[src/rtl/cos_pkg.sv]
package cos_pkg;

    localparam int unsigned COS_DEF_BITS = 8;

    typedef enum logic [1:0] {
        FL_KEEP  = 2'd0,
        FL_DROP  = 2'd1,
        FL_SET   = 2'd2
    } flag_act_e;

    function automatic flag_act_e flag_action(input logic clr, input logic chg);
        if (chg)      return FL_SET;
        else if (clr) return FL_DROP;
        else          return FL_KEEP;
    endfunction

    function automatic logic flag_next(input logic cur, input flag_act_e act);
        case (act)
            FL_SET:  return 1'b1;
            FL_DROP: return 1'b0;
            default: return cur;
        endcase
    endfunction

endpackage

[src/rtl/cos_edge_detect.sv]
module cos_edge_detect #(
    parameter int unsigned N_BITS = cos_pkg::COS_DEF_BITS
) (
    input  logic              clk,
    input  logic              rst,
    input  logic [N_BITS-1:0] stat_in,
    output logic [N_BITS-1:0] stat_q,
    output logic              primed,
    output logic [N_BITS-1:0] chg
);
    always_ff @(posedge clk) begin
        if (rst) begin
            stat_q <= '0;
            primed <= 1'b0;
        end else begin
            stat_q <= stat_in;
            primed <= 1'b1;
        end
    end

    always_comb begin
        chg = primed ? (stat_in ^ stat_q) : '0;
    end
endmodule

[src/rtl/cos_flag_bank.sv]
module cos_flag_bank #(
    parameter int unsigned N_BITS = cos_pkg::COS_DEF_BITS
) (
    input  logic              clk,
    input  logic              rst,
    input  logic [N_BITS-1:0] chg,
    input  logic              rd_stat,
    input  logic              en_wr,
    input  logic [N_BITS-1:0] en_wdata,
    output logic [N_BITS-1:0] flags,
    output logic [N_BITS-1:0] en_q
);
    import cos_pkg::*;

    for (genvar gi = 0; gi < N_BITS; gi++) begin : g_bit
        flag_act_e act;
        always_comb act = flag_action(rd_stat, chg[gi]);

        always_ff @(posedge clk) begin
            if (rst) flags[gi] <= 1'b0;
            else     flags[gi] <= flag_next(flags[gi], act);
        end

        always_ff @(posedge clk) begin
            if (rst)        en_q[gi] <= 1'b0;
            else if (en_wr) en_q[gi] <= en_wdata[gi];
        end
    end
endmodule

[src/rtl/cos_irq_drive.sv]
module cos_irq_drive #(
    parameter int unsigned N_BITS = cos_pkg::COS_DEF_BITS
) (
    input  logic [N_BITS-1:0] flags,
    input  logic [N_BITS-1:0] en_q,
    output logic              irq_oe,
    output logic              irq_do
);
    logic [N_BITS-1:0] live;

    always_comb begin
        live   = flags & en_q;
        irq_oe = |live;
        irq_do = 1'b0;
    end
endmodule

[src/rtl/cos_irq_agg.sv]
module cos_irq_agg #(
    parameter int unsigned N_BITS = cos_pkg::COS_DEF_BITS
) (
    input  logic              clk,
    input  logic              rst,
    input  logic [N_BITS-1:0] stat_in,
    input  logic              rd_stat,
    output logic [N_BITS-1:0] rd_data,
    input  logic              en_wr,
    input  logic [N_BITS-1:0] en_wdata,
    output logic              irq_oe,
    output logic              irq_do
);
    logic [N_BITS-1:0] stat_q;
    logic              primed;
    logic [N_BITS-1:0] chg;
    logic [N_BITS-1:0] flags;
    logic [N_BITS-1:0] en_q;

    cos_edge_detect #(.N_BITS(N_BITS)) u_det (
        .clk    (clk),
        .rst    (rst),
        .stat_in(stat_in),
        .stat_q (stat_q),
        .primed (primed),
        .chg    (chg)
    );

    cos_flag_bank #(.N_BITS(N_BITS)) u_bank (
        .clk     (clk),
        .rst     (rst),
        .chg     (chg),
        .rd_stat (rd_stat),
        .en_wr   (en_wr),
        .en_wdata(en_wdata),
        .flags   (flags),
        .en_q    (en_q)
    );

    cos_irq_drive #(.N_BITS(N_BITS)) u_drv (
        .flags (flags),
        .en_q  (en_q),
        .irq_oe(irq_oe),
        .irq_do(irq_do)
    );

    assign rd_data = flags;
endmodule

[config.mk]
export PLATFORM = sky130hd
export DESIGN_NAME = cos_irq_agg
export DESIGN_NICKNAME = d
export VERILOG_FILES = /design/src/rtl/cos_pkg.sv /design/src/rtl/cos_edge_detect.sv /design/src/rtl/cos_flag_bank.sv /design/src/rtl/cos_irq_drive.sv /design/src/rtl/cos_irq_agg.sv
export SDC_FILE = /design/constraint.sdc
export NUM_CORES = 1
export LEC_CHECK = 0
export ABC_CLOCK_PERIOD_IN_PS = 1820
export BUFFER_PORTS_ARGS = -buffer_cell sky130_fd_sc_hd__buf_2
export CAP_MARGIN = 30
export CORE_AREA = 4 4 50 52
export DETAILED_ROUTE_END_ITERATION = 8
export DIE_AREA = 0 0 54 56
export PLACE_DENSITY_LB_ADDON = 0.25
export SYNTH_ARGS = -nofsm -noshare
export SYNTH_HDL_FRONTEND = slang
export SYNTH_HIERARCHICAL = 1
export SYNTH_SLANG_ARGS = --single-unit
[constraint.sdc]
create_clock -name clk -period 1.82 [get_ports clk]
set_input_delay 0.182 -clock clk [delete_from_list [all_inputs] [get_ports clk]]
set_output_delay 0.182 -clock clk [all_outputs]
set_load 0.01 [all_outputs]
# ---- Yosys cells after proc, flatten, opt, wreduce, memory -nomap -nowiden
# Index checks and enable logic that the tools add are counted.
dict set report classes {
  eq_ne 16
  mux 19
  n_bitwise 2
  reduce_logical 9
}
# op count
set op_table {}
lappend op_table {{$eq A2 B1 Y1 const B} 8}
lappend op_table {{$eq A2 B2 Y1 const B} 8}
lappend op_table {{$mux W2} 8}
lappend op_table {{$pmux W1 S2} 8}
lappend op_table {{$reduce_bool A2 Y1} 8}
lappend op_table {{$and A8 B8 Y8} 1}
lappend op_table {{$mux W8} 1}
lappend op_table {{$reduce_or A8 Y1} 1}
lappend op_table {{$xor A8 B8 Y8} 1}
lappend op_table {{$mux W1} 2}
dict set report word_totals {
  ff_bits 25
  elab_cells 64
}

# ---- Logic depth before layout (Yosys ltp)
# Gate-level depths: netlist of the first run.
dict set report logic_depth {
  depth_word 5
  ltp_mapped 4
  depth_no_buf 4
}

# ---- Hierarchy
# Netlist of the first run, hierarchy kept.
# module n_inst cells_per_inst area_each_um2 seq_area_each_um2
set modules_own_cells {}
lappend modules_own_cells {cos_flag_bank 1 59 585.6 320.3}
lappend modules_own_cells {cos_edge_detect 1 34 356.6 180.2}
lappend modules_own_cells {cos_irq_drive 1 7 47.5 0.0}

# ---- Worst setup path after synthesis of the first run
# Ideal clock, no wire load.
dict set report synth_timing {
  path_type {register to output}
  start {reg u_bank.flags[5]}
  end {out irq_oe}
  t_arrival_ns 0.671
  slack_ns 0.967
  path_stages_with_launch 3
  path_buffers 0
  cell_sequence {dfxtp_1 a22oi_1 nand4_1}
}
dict set report synth_between {
  elab_chain_len 2
}
# element line_no
set synth_rtl {}
lappend synth_rtl {{from (decl)} cos_flag_bank.sv:10} ;# output logic [N_BITS-1:0] flags,
lappend synth_rtl {{from (signal, indexed assignment)} cos_flag_bank.sv:21} ;# else flags[gi] <= flag_next(flags[gi], act);
lappend synth_rtl {{$and A8 B8 Y8} cos_irq_drive.sv:12} ;# live = flags & en_q;
lappend synth_rtl {{$reduce_or A8 Y1} cos_irq_drive.sv:13} ;# irq_oe = |live;
lappend synth_rtl {{to (decl)} cos_irq_agg.sv:11} ;# output logic irq_oe,
# No other way between the ends.

# ---- Final worst setup path of the first run
dict set report layout_timing {
  start {reg u_bank.flags[3]}
  end {out irq_oe}
}
# The elaborated chain is that of the path after synthesis.

==> results of run 1 <==
Yosys cell counts:
library cell	count	area [sq um]
sky130_fd_sc_hd__buf_2	1	5.000
sky130_fd_sc_hd__buf_4	1	7.510
sky130_fd_sc_hd__and2_1	8	50.05
sky130_fd_sc_hd__nor2_1	8	30.03
sky130_fd_sc_hd__mux2i_1	8	80.08
sky130_fd_sc_hd__nand4_1	1	6.260
sky130_fd_sc_hd__xor2_1	8	70.07
sky130_fd_sc_hd__a22oi_1	4	30.03
sky130_fd_sc_hd__a21oi_1	6	30.03
sky130_fd_sc_hd__dfxtp_1	25	500.5
sky130_fd_sc_hd__conb_1	1	3.750
sky130_fd_sc_hd__nor2b_2	1	8.760
sky130_fd_sc_hd__a21oi_2	2	17.52
sky130_fd_sc_hd__nand2b_1	8	50.05
sky130_fd_sc_hd__buf_6	2	22.52
sky130_fd_sc_hd__nor2b_1	7	43.79
sky130_fd_sc_hd__inv_1	9	33.78
cell type report:
| cell class | count | area [sq um] | area share |
|---|---|---|---|
| sequential | 25 | 500.5 | 0.4329 |
| multi-input combinational | 62 | 420.4 | 0.3636 |
| timing repair buffer | 28 | 140.1 | 0.1212 |
| tap | 28 | 35.03 | 0.03030 |
| inverter | 9 | 33.78 | 0.02922 |
| clock buffer | 4 | 26.28 | 0.02273 |
power breakdown:
group / switching [mW] / internal [mW] / leakage (nW)
clock: 0.146 / 0.0854 / 0.0150
sequential: 0.0198 / 0.581 / 0.207
combinational: 0.0593 / 0.0657 / 0.326
critical path, delay by kind of cell, from the launching register on:
kind	cells	cell delay (ns)
and+or+nand+nor	1	0.11
AOI/OAI and AO/OA	1	0.21
buffers and inverters	1	0.15
DFF	1	0.34
registers in the layout, summed over array words and instances (netlist names):
register / count
u_det/primed: 1
u_bank/flags: 8
u_bank/en_q: 8
u_det/stat_q: 8
final timing paths:
path	endpoint	start	cells past startpoint	slack, ns
max	irq_oe	u_bank/flags[3]	3	0.53
min reg2reg	u_bank/flags[1]	u_bank/flags[1]	2	0.51
min	u_det/stat_q[3]	stat_in[3]	2	0.10
max reg2reg	u_bank/flags[2]	u_det/stat_q[2]	4	0.97
through the flow:
| stage | cells | setup slack [ns] | power [mW] | area, sq um | util |
|---|---|---|---|---|---|
| 2_1_floorplan | 100 | 0.9668 | 0.6923 | 989.7 | - |
| 3_3_place_gp | 152 | 0.8729 | 0.7355 | 1130 | 0.5365 |
| 3_5_place_dp | 152 | 0.8580 | 0.7404 | 1130 | 0.5365 |
| 4_1_cts | 156 | 0.4909 | 0.9781 | 1156 | 0.5490 |
| 5_1_grt | 156 | 0.3908 | 1.015 | 1156 | 0.5490 |
| 6_report | 156 | 0.5293 | 0.9570 | 1156 | 0.5490 |
metal layers:
metal,global-route usage,routed length [um],vias to the layer above
met4,0.05338,9,0
met5,0,0,-
li1,-,-,369
met2,0.1903,745,20
met3,0.03217,138,2
met1,0.1363,734,291
cells in the final DEF (no fill, tap or decap):
cell	synthesis	routed
sky130_fd_sc_hd__buf_2	1	28
sky130_fd_sc_hd__dfxtp_1	25	25
sky130_fd_sc_hd__inv_1	9	9
sky130_fd_sc_hd__mux2i_1	8	8
sky130_fd_sc_hd__nor2_1	8	8
sky130_fd_sc_hd__nand2b_1	8	8
sky130_fd_sc_hd__xor2_1	8	8
sky130_fd_sc_hd__and2_1	8	8
sky130_fd_sc_hd__nor2b_1	7	7
sky130_fd_sc_hd__a21oi_1	6	6
sky130_fd_sc_hd__a22oi_1	4	4
sky130_fd_sc_hd__clkbuf_4	0	3
sky130_fd_sc_hd__a21oi_2	2	2
sky130_fd_sc_hd__clkbuf_1	0	1
sky130_fd_sc_hd__nor2b_2	1	1
sky130_fd_sc_hd__nand4_1	1	1
sky130_fd_sc_hd__conb_1	1	1
cells by family (layout without fill, tap and decap cells):
kind of cell    after synthesis  count (layout)  synth area share
compound gates               12              12           0.07839
xor+xnor                      8               8           0.07080
buf+inv                      13              41           0.06953
flops                        25              25            0.5057
mux                           8               8           0.08091
other cells                   1               1          0.003789
simple gates                 33              33            0.1909
==> flow_metrics.env, run 1 <==
export IMPL_layout_filler_cells=209
export IMPL_die_width_um=54
export IMPL_setup_repair_after_global_routing_missed_its_margin="false"
export IMPL_endpoint_kind="output pin"
export IMPL_initial_core_util=0.4700
export IMPL_period_minus_slack_ns=1.291
export IMPL_resize_count_post_cts=0
export IMPL_drc=0
export IMPL_post_synth_inst_count=100
export IMPL_drv_cap=0
export IMPL_clock_tree_buffer_depth=2
export IMPL_synth_seq_area_share=0.5057
export IMPL_start_kind="register"
export IMPL_total_wire_length_after_detailed_routing_um=1627
export IMPL_tritonroute_pass_1_iters=4
export IMPL_num_nets_final=149
export IMPL_p_leak_nw=0.5478
export IMPL_layout_worst_path_cycle_share=0.7092
export IMPL_cts_num_sinks=25
export IMPL_vias=682
export IMPL_global_route_wire_length_before_repair_um=2663
export IMPL_cp_cell_sequence="a22oi_1 > nand4_1 > buf_2"
export IMPL_cp_required_ns=1.64
export IMPL_core_area_sq_um=2106
export IMPL_critPathMaxStageDelay_ns=0.34
export IMPL_overflow=0
export IMPL_tritoncts_num_buffers=3
export IMPL_drtIter0Drc=3
export IMPL_hold_buffers=0
export IMPL_clock_tree_from_tritoncts="done"
export IMPL_timing_critical_path_arrival_ns=1.11
export IMPL_power_density_nw_per_um2=827.8
export IMPL_antenna_found_initial=0
export IMPL_drv_slew=0
export IMPL_top_level_ports=30
export IMPL_run_status="completed"
export IMPL_tns_ns=0
export IMPL_syn_area_sq_um=989.7
export IMPL_count_of_antenna_violating_nets_left_after_detailed_routing=0
export IMPL_ys_seq_elements=25
export IMPL_timing_final_hold_violations=0
export IMPL_setup_viol_count_final=0
export IMPL_worst_skew_pair_late_latency_ns=0.30
export IMPL_synth_distinct_cells=17
export IMPL_crit_path_max_fanout=3
export IMPL_syn_area_per_cell_sq_um=9.897
export IMPL_hold_worst_slack_ns=0.1042
export IMPL_grt_max_degree=26
export IMPL_crit_path_top_delay_cell="sky130_fd_sc_hd__dfxtp_1"
export IMPL_cts_htree_levels=1
export IMPL_die_h_um=56
export IMPL_grt_pass1_vias=677
export IMPL_drt_vias_per_instance=4.372
export IMPL_gp_routability_congestion=0.6331
export IMPL_number_of_post_cts_setup_repair_buffers=0
export IMPL_wl_per_cell_um=10.43
export IMPL_floorplan_die_area_sq_um=3024
export IMPL_clock_tree_root_buffer_cell="sky130_fd_sc_hd__clkbuf_4"
export IMPL_antenna_cells_inserted=0
export IMPL_vdd_ir_drop_max_uv=467.2
export IMPL_mappedNetlistNets=120
export IMPL_critical_path_class="reg -> out"
export IMPL_port_buffers=28
export IMPL_fin_skew_ns=0.002301
export IMPL_flow_area_growth_from_synthesis_pct=16.81
export IMPL_total_routing_resource_utilization_after_global_routing=0.1165
export IMPL_min_path_type="in -> reg"
export IMPL_yosys_warn_count=6
export IMPL_post_route_cells_drive_above_1_share=0.2656
export IMPL_max_clock_freq_ghz=0.7748
export IMPL_path_clk_slew_ns=0.12
export IMPL_num_rows=17
Note: power is estimated with default switching activity, not from simulation.
==> inputs of run 2 (changes only) <==
ABC_CLOCK_PERIOD_IN_PS = 1100   (was 1820)
CORE_AREA = 4 4 53 55   (was 4 4 50 52)
DIE_AREA = 0 0 57 59   (was 0 0 54 56)
clock period = 1.1 ns   (was 1.82 ns; I/O delays follow)
==> run 2 against run 1 <==
Net effect:
- the run now ends with setup timing left
- clock skew rose by 0.0038 ns
- via count rose by 3.8%
- sequential power rose by 67%
- core utilization fell by 4.2 points
- combinational power rose by 80%
- critical path type unchanged
==> flow_metrics.env, run 2 (same netlist as run 1, synthesis figures left out) <==
export IMPL_floorplan_die_area_sq_um=3363
export IMPL_critical_hold_path_startpoint="stat_in[0]"
export IMPL_period_minus_slack_ns=1.212
export IMPL_layout_filler_cells=255
export IMPL_setup_ws_post_layout_ns=-0.1116
export IMPL_grt_pass1_vias=696
export IMPL_clock_tree_from_tritoncts="done"
export IMPL_critical_path_class="reg -> out"
export IMPL_drt_vias_per_instance=4.398
export IMPL_timing_rr_start="u_det/stat_q[5]"
export IMPL_path_clk_slew_ns=0.13
export IMPL_timing_critical_path_arrival_ns=1.10
export IMPL_overflow=0
export IMPL_cts_num_sinks=25
export IMPL_min_to="u_det/stat_q[0]"
export IMPL_post_route_cells_drive_above_1_share=0.3740
export IMPL_clock_tree_buffer_depth=2
export IMPL_wl_per_cell_um=10.96
export IMPL_worst_r2r_path_depth=4
export IMPL_violations="setup timing"
export IMPL_post_dp_hpwl_um=1259
export IMPL_mostFrequentLayoutCells="sky130_fd_sc_hd__buf_2, sky130_fd_sc_hd__dfxtp_1, sky130_fd_sc_hd__inv_1"
export IMPL_p_leak_nw=0.5699
export IMPL_min_path_type="in -> reg"
export IMPL_num_rows=18
export IMPL_grt_max_degree=26
export IMPL_endpoint_kind="output pin"
export IMPL_antenna_found_initial=0
export IMPL_gp_routability_congestion=0.7065
export IMPL_fin_skew_ns=0.006122
export IMPL_vdd_ir_drop_max_uv=881.4
export IMPL_die_h_um=59
export IMPL_antenna_cells_inserted=0
export IMPL_finalPower_mw=1.615
export IMPL_global_route_wire_length_before_repair_um=2987
export IMPL_max_clock_freq_ghz=0.8254
export IMPL_crit_path_max_fanout=2
export IMPL_count_of_antenna_violating_nets_left_after_detailed_routing=0
export IMPL_initial_core_util=0.4146
export IMPL_vias=708
export IMPL_num_nets_final=152
export IMPL_power_density_nw_per_um2=1334
export IMPL_reg_top3="u_bank/en_q: 8 flops, u_bank/flags: 8 flops, u_det/stat_q: 8 flops"
export IMPL_total_wire_length_after_detailed_routing_um=1765
export IMPL_top_level_ports=30
export IMPL_cts_htree_levels=1
export IMPL_start_kind="register"
export IMPL_worstHoldPathCells=2
export IMPL_fin_area_sq_um=1211
export IMPL_layout_worst_path_cycle_share=1.101
export IMPL_clock_tree_root_buffer_cell="sky130_fd_sc_hd__clkbuf_4"
export IMPL_worst_skew_pair_late_latency_ns=0.30
export IMPL_seq_area_sq_um=509.2
export IMPL_regToRegEndpoint="u_bank/flags[5]"
export IMPL_die_width_um=57
export IMPL_drv_slew=0
export IMPL_multiInputGateArea_sq_um=440.4
export IMPL_cell_area_reported_after_detailed_placement_sq_um=1132
export IMPL_drc=0
export IMPL_setup_repair_after_global_routing_missed_its_margin="true"
export IMPL_core_area_sq_um=2387
export IMPL_tritoncts_num_buffers=3
export IMPL_port_buffers=28
export IMPL_mostFrequentLayoutCell="sky130_fd_sc_hd__buf_2"
export IMPL_drv_cap=0
export IMPL_reg2reg_slack_ns=0.25
export IMPL_drtIter0Drc=10
export IMPL_setup_viol_count_final=1
export IMPL_tritonroute_pass_1_iters=4
export IMPL_timing_final_hold_violations=0
export IMPL_run_status="complete, but fails checks"
export IMPL_cp_required_ns=0.99
export IMPL_flow_area_growth_from_synthesis_pct=22.38
export IMPL_total_routing_resource_utilization_after_global_routing=0.1112
[run 2: per-stage QoR]
stage | setup slack, ns | hold slack [ns] | std cells | util | TNS (ns)
finish | -0.1116 | 0.02990 | 161 | 0.5073 | -0.1116
global route | -0.1592 | 0.01512 | 161 | 0.5073 | -0.1592
CTS | -0.1036 | 0.01513 | 161 | 0.5068 | -0.1036
detailed placement | 0.2167 | 0.3525 | 154 | 0.4743 | 0
global placement | 0.2243 | 0.3462 | 154 | 0.4743 | 0
floorplan | 0.3188 | 0.1665 | 100 | - | 0
[run 2: how the worst max path moves through the flow]
| stage | endpoint | start | cells past startpoint | slack (ns) |
|---|---|---|---|---|
| finish | irq_oe | u_bank/en_q[2] | 3 | -0.11 |
| global route | irq_oe | u_bank/en_q[3] | 3 | -0.16 |
| CTS | irq_oe | u_bank/en_q[2] | 3 | -0.10 |
| detailed placement | irq_oe | u_bank/flags[3] | 3 | 0.22 |
| global placement | irq_oe | u_bank/flags[3] | 3 | 0.22 |
| floorplan | irq_oe | u_bank/flags[5] | 2 | 0.32 |
[run 2: power breakdown]
| part | total, mW | switching, mW | internal, mW |
|---|---|---|---|
| logic | 0.225 | 0.105 | 0.120 |
| clock network | 0.389 | 0.253 | 0.135 |
| registers | 1.00 | 0.0372 | 0.964 |
[run 2: final cells by class]
| type | count | share of cell area |
|---|---|---|
| flip-flops and latches | 25 | 0.4205 |
| multi-input cells | 62 | 0.3636 |
| repair buffers | 31 | 0.1343 |
| well taps | 30 | 0.03099 |
| inverters | 9 | 0.02789 |
| clock buffers | 3 | 0.01860 |
| clock inverters | 1 | 0.004132 |
[run 2: what timing repair did]
action,in CTS,in global routing
hold buffers,0,0
gates resized for setup,10,1
buffers inserted,3,0
setup endpoints to repair,1,1
pin swaps,4,0
[run 2: routing by layer]
metal | share of wire | vias to the layer above | global-route usage | wire length (um)
li1 | - | 376 | - | -
met4 | 0.0057 | 0 | 0.03974 | 10
met3 | 0.075 | 2 | 0.03050 | 132
met1 | 0.46 | 309 | 0.1448 | 812
met5 | 0 | - | 0 | 0
met2 | 0.46 | 21 | 0.1778 | 809
[run 2: critical path: stages (launching register included)]
cell	delay, ns
sky130_fd_sc_hd__dfxtp_2	0.35
sky130_fd_sc_hd__a22oi_2	0.19
sky130_fd_sc_hd__nand4_1	0.11
sky130_fd_sc_hd__buf_2	0.15
==> inputs of run 3 (changes only) <==
MAX_ROUTING_LAYER = met4   (was not set)
==> run 3 against run 2 <==
Net effect:
- global-route usage rose by 0.33 points
- the run still ends with setup timing left
- maximum frequency did not move
- largest power group unchanged
- critical path depth did not move
- register-to-register slack barely moved
- via count did not move
==> flow_metrics.env, run 3 (same netlist as run 1, synthesis figures left out) <==
export IMPL_num_rows=18
export IMPL_setup_ws_post_layout_ns=-0.1116
export IMPL_violations="setup timing"
export IMPL_worst_skew_pair_late_latency_ns=0.30
export IMPL_setup_viol_count_final=1
export IMPL_met1Wirelength_um=817
export IMPL_count_of_antenna_violating_nets_left_after_detailed_routing=0
export IMPL_met2_length_um=809
export IMPL_layout_core_utilization=0.5073
export IMPL_detailroute_wirelength_met3_um=127
export IMPL_overflow=0
export IMPL_wl_per_cell_um=10.96
export IMPL_vias=708
export IMPL_critical_hold_path_startpoint="stat_in[0]"
export IMPL_total_routing_resource_utilization_after_global_routing=0.1145
export IMPL_cell_area_reported_after_detailed_placement_sq_um=1132
export IMPL_power_share_clock=0.241
export IMPL_timing_final_hold_violations=0
export IMPL_crit_path_top_delay_cell="sky130_fd_sc_hd__dfxtp_2"
export IMPL_start_kind="register"
export IMPL_grt_max_degree=26
export IMPL_endpoint_kind="output pin"
export IMPL_min_path_type="in -> reg"
export IMPL_timing_rr_start="u_det/stat_q[5]"
export IMPL_setup_repair_after_global_routing_missed_its_margin="true"
export IMPL_seq_area_sq_um=509.2
export IMPL_num_nets_final=152
export IMPL_combPwrFrac=0.139
export IMPL_layout_worst_path_cycle_share=1.101
export IMPL_grt_pass1_vias=696
export IMPL_tritoncts_num_buffers=3
export IMPL_gp_routability_congestion=0.7144
export IMPL_initial_core_util=0.4146
export IMPL_reg_top3="u_bank/en_q: 8 flops, u_bank/flags: 8 flops, u_det/stat_q: 8 flops"
export IMPL_antenna_found_initial=0
export IMPL_timing_critical_path_arrival_ns=1.10
export IMPL_p_sw_frac=0.2450
export IMPL_multiInputGateArea_sq_um=440.4
export IMPL_global_route_wire_length_before_repair_um=2987
export IMPL_fin_area_sq_um=1211
export IMPL_drt_vias_per_instance=4.398
export IMPL_topRoutingLayerUsed="met4"
export IMPL_p_leak_nw=0.5699
export IMPL_post_route_cells_drive_above_1_share=0.3740
export IMPL_path_clk_slew_ns=0.13
export IMPL_tritonroute_pass_1_iters=4
export IMPL_fin_skew_ns=0.006122
export IMPL_total_wire_length_after_detailed_routing_um=1765
export IMPL_die_h_um=59
export IMPL_post_dp_hpwl_um=1259
export IMPL_drv_cap=0
export IMPL_cp_cell_sequence="a22oi_2 > nand4_1 > buf_2"
export IMPL_crit_path_max_fanout=2
export IMPL_critical_path_class="reg -> out"
export IMPL_port_buffers=28
export IMPL_power_density_nw_per_um2=1334
export IMPL_mostFrequentLayoutCell="sky130_fd_sc_hd__buf_2"
export IMPL_clock_tree_root_buffer_cell="sky130_fd_sc_hd__clkbuf_4"
export IMPL_flow_area_growth_from_synthesis_pct=22.38
export IMPL_drv_slew=0
export IMPL_drc=0
export IMPL_run_status="complete, but fails checks"
export IMPL_internal_power_mw=1.220
export IMPL_hold_buffers=0
export IMPL_tns_ns=-0.1116
export IMPL_sequentialPowerShare=0.620
export IMPL_finalPower_mw=1.615
export IMPL_layout_filler_cells=255
export IMPL_core_area_sq_um=2387
export IMPL_clock_tree_from_tritoncts="done"
export IMPL_max_clock_freq_ghz=0.8254
export IMPL_cts_num_sinks=25
export IMPL_floorplan_die_area_sq_um=3363
export IMPL_critPathMaxStageDelay_ns=0.35
export IMPL_drtIter0Drc=10
export IMPL_critPathLaunch="u_bank/en_q[2]"
export IMPL_die_width_um=57
export IMPL_period_minus_slack_ns=1.212
export IMPL_power_net_switching_mw=0.3957
export IMPL_mostFrequentLayoutCells="sky130_fd_sc_hd__buf_2, sky130_fd_sc_hd__dfxtp_1, sky130_fd_sc_hd__inv_1"
export IMPL_top_level_ports=30
export IMPL_cts_htree_levels=1
export IMPL_clock_tree_buffer_depth=2
export IMPL_antenna_cells_inserted=0
export IMPL_cp_required_ns=0.99
export IMPL_vdd_ir_drop_max_uv=881.4
-- run 3: through the flow --
| step | hold WS [ns] | setup slack, ns | instances |
|---|---|---|---|
| 6_report | 0.02990 | -0.1116 | 161 |
| 5_1_grt | 0.01512 | -0.1592 | 161 |
| 4_1_cts | 0.01513 | -0.1036 | 161 |
| 3_5_place_dp | 0.3525 | 0.2167 | 154 |
| 3_3_place_gp | 0.3462 | 0.2243 | 154 |
| 2_1_floorplan | 0.1665 | 0.3188 | 100 |
-- run 3: layer usage --
layer,vias up,track usage
li1,376,-
met1,309,0.1461
met2,21,0.1778
met3,2,0.02832
met4,0,0.03974
met5,-,-
-- run 3: path summary, 6_finish.rpt --
| check | to | slack [ns] | cells after the start |
|---|---|---|---|
| max | irq_oe | -0.11 | 3 |
| min | u_det/stat_q[0] | 0.03 | 2 |
| max reg2reg | u_bank/flags[5] | 0.25 | 4 |
| min reg2reg | u_bank/flags[5] | 0.51 | 2 |
-- run 3: critical path: cells and delay by family (launching register included) --
| kind | cells | cell delay, ns |
|---|---|---|
| AO/OA/AOI/OAI | 1 | 0.19 |
| flip-flops | 1 | 0.35 |
| buffers and inverters | 1 | 0.15 |
| AND/OR/NAND/NOR | 1 | 0.11 |
-- run 3: area by class of cell --
| class | instances | share of cell area |
|---|---|---|
| Inverter | 9 | 0.02789 |
| Tap cell | 30 | 0.03099 |
| Clock buffer | 3 | 0.01860 |
| Clock inverter | 1 | 0.004132 |
| Sequential cell | 25 | 0.4205 |
| Timing Repair Buffer | 31 | 0.1343 |
| Multi-Input combinational cell | 62 | 0.3636 |
-- run 3: timing repair --
action,in CTS,in global routing
pin swaps,4,0
cloned,0,0
hold endpoints to repair,0,0
buffers inserted,3,0
endpoints found under the setup margin,1,1
resized for setup,10,1
-- run 3: power by group through the flow --
stage / registers [mW] / logic (mW) / clock network (mW)
floorplan: 1.02 / 0.128 / 0
global placement: 1.01 / 0.208 / 0
detailed placement: 1.01 / 0.211 / 0
CTS: 1.00 / 0.227 / 0.415
global route: 1.01 / 0.256 / 0.442
finish: 1.00 / 0.225 / 0.389
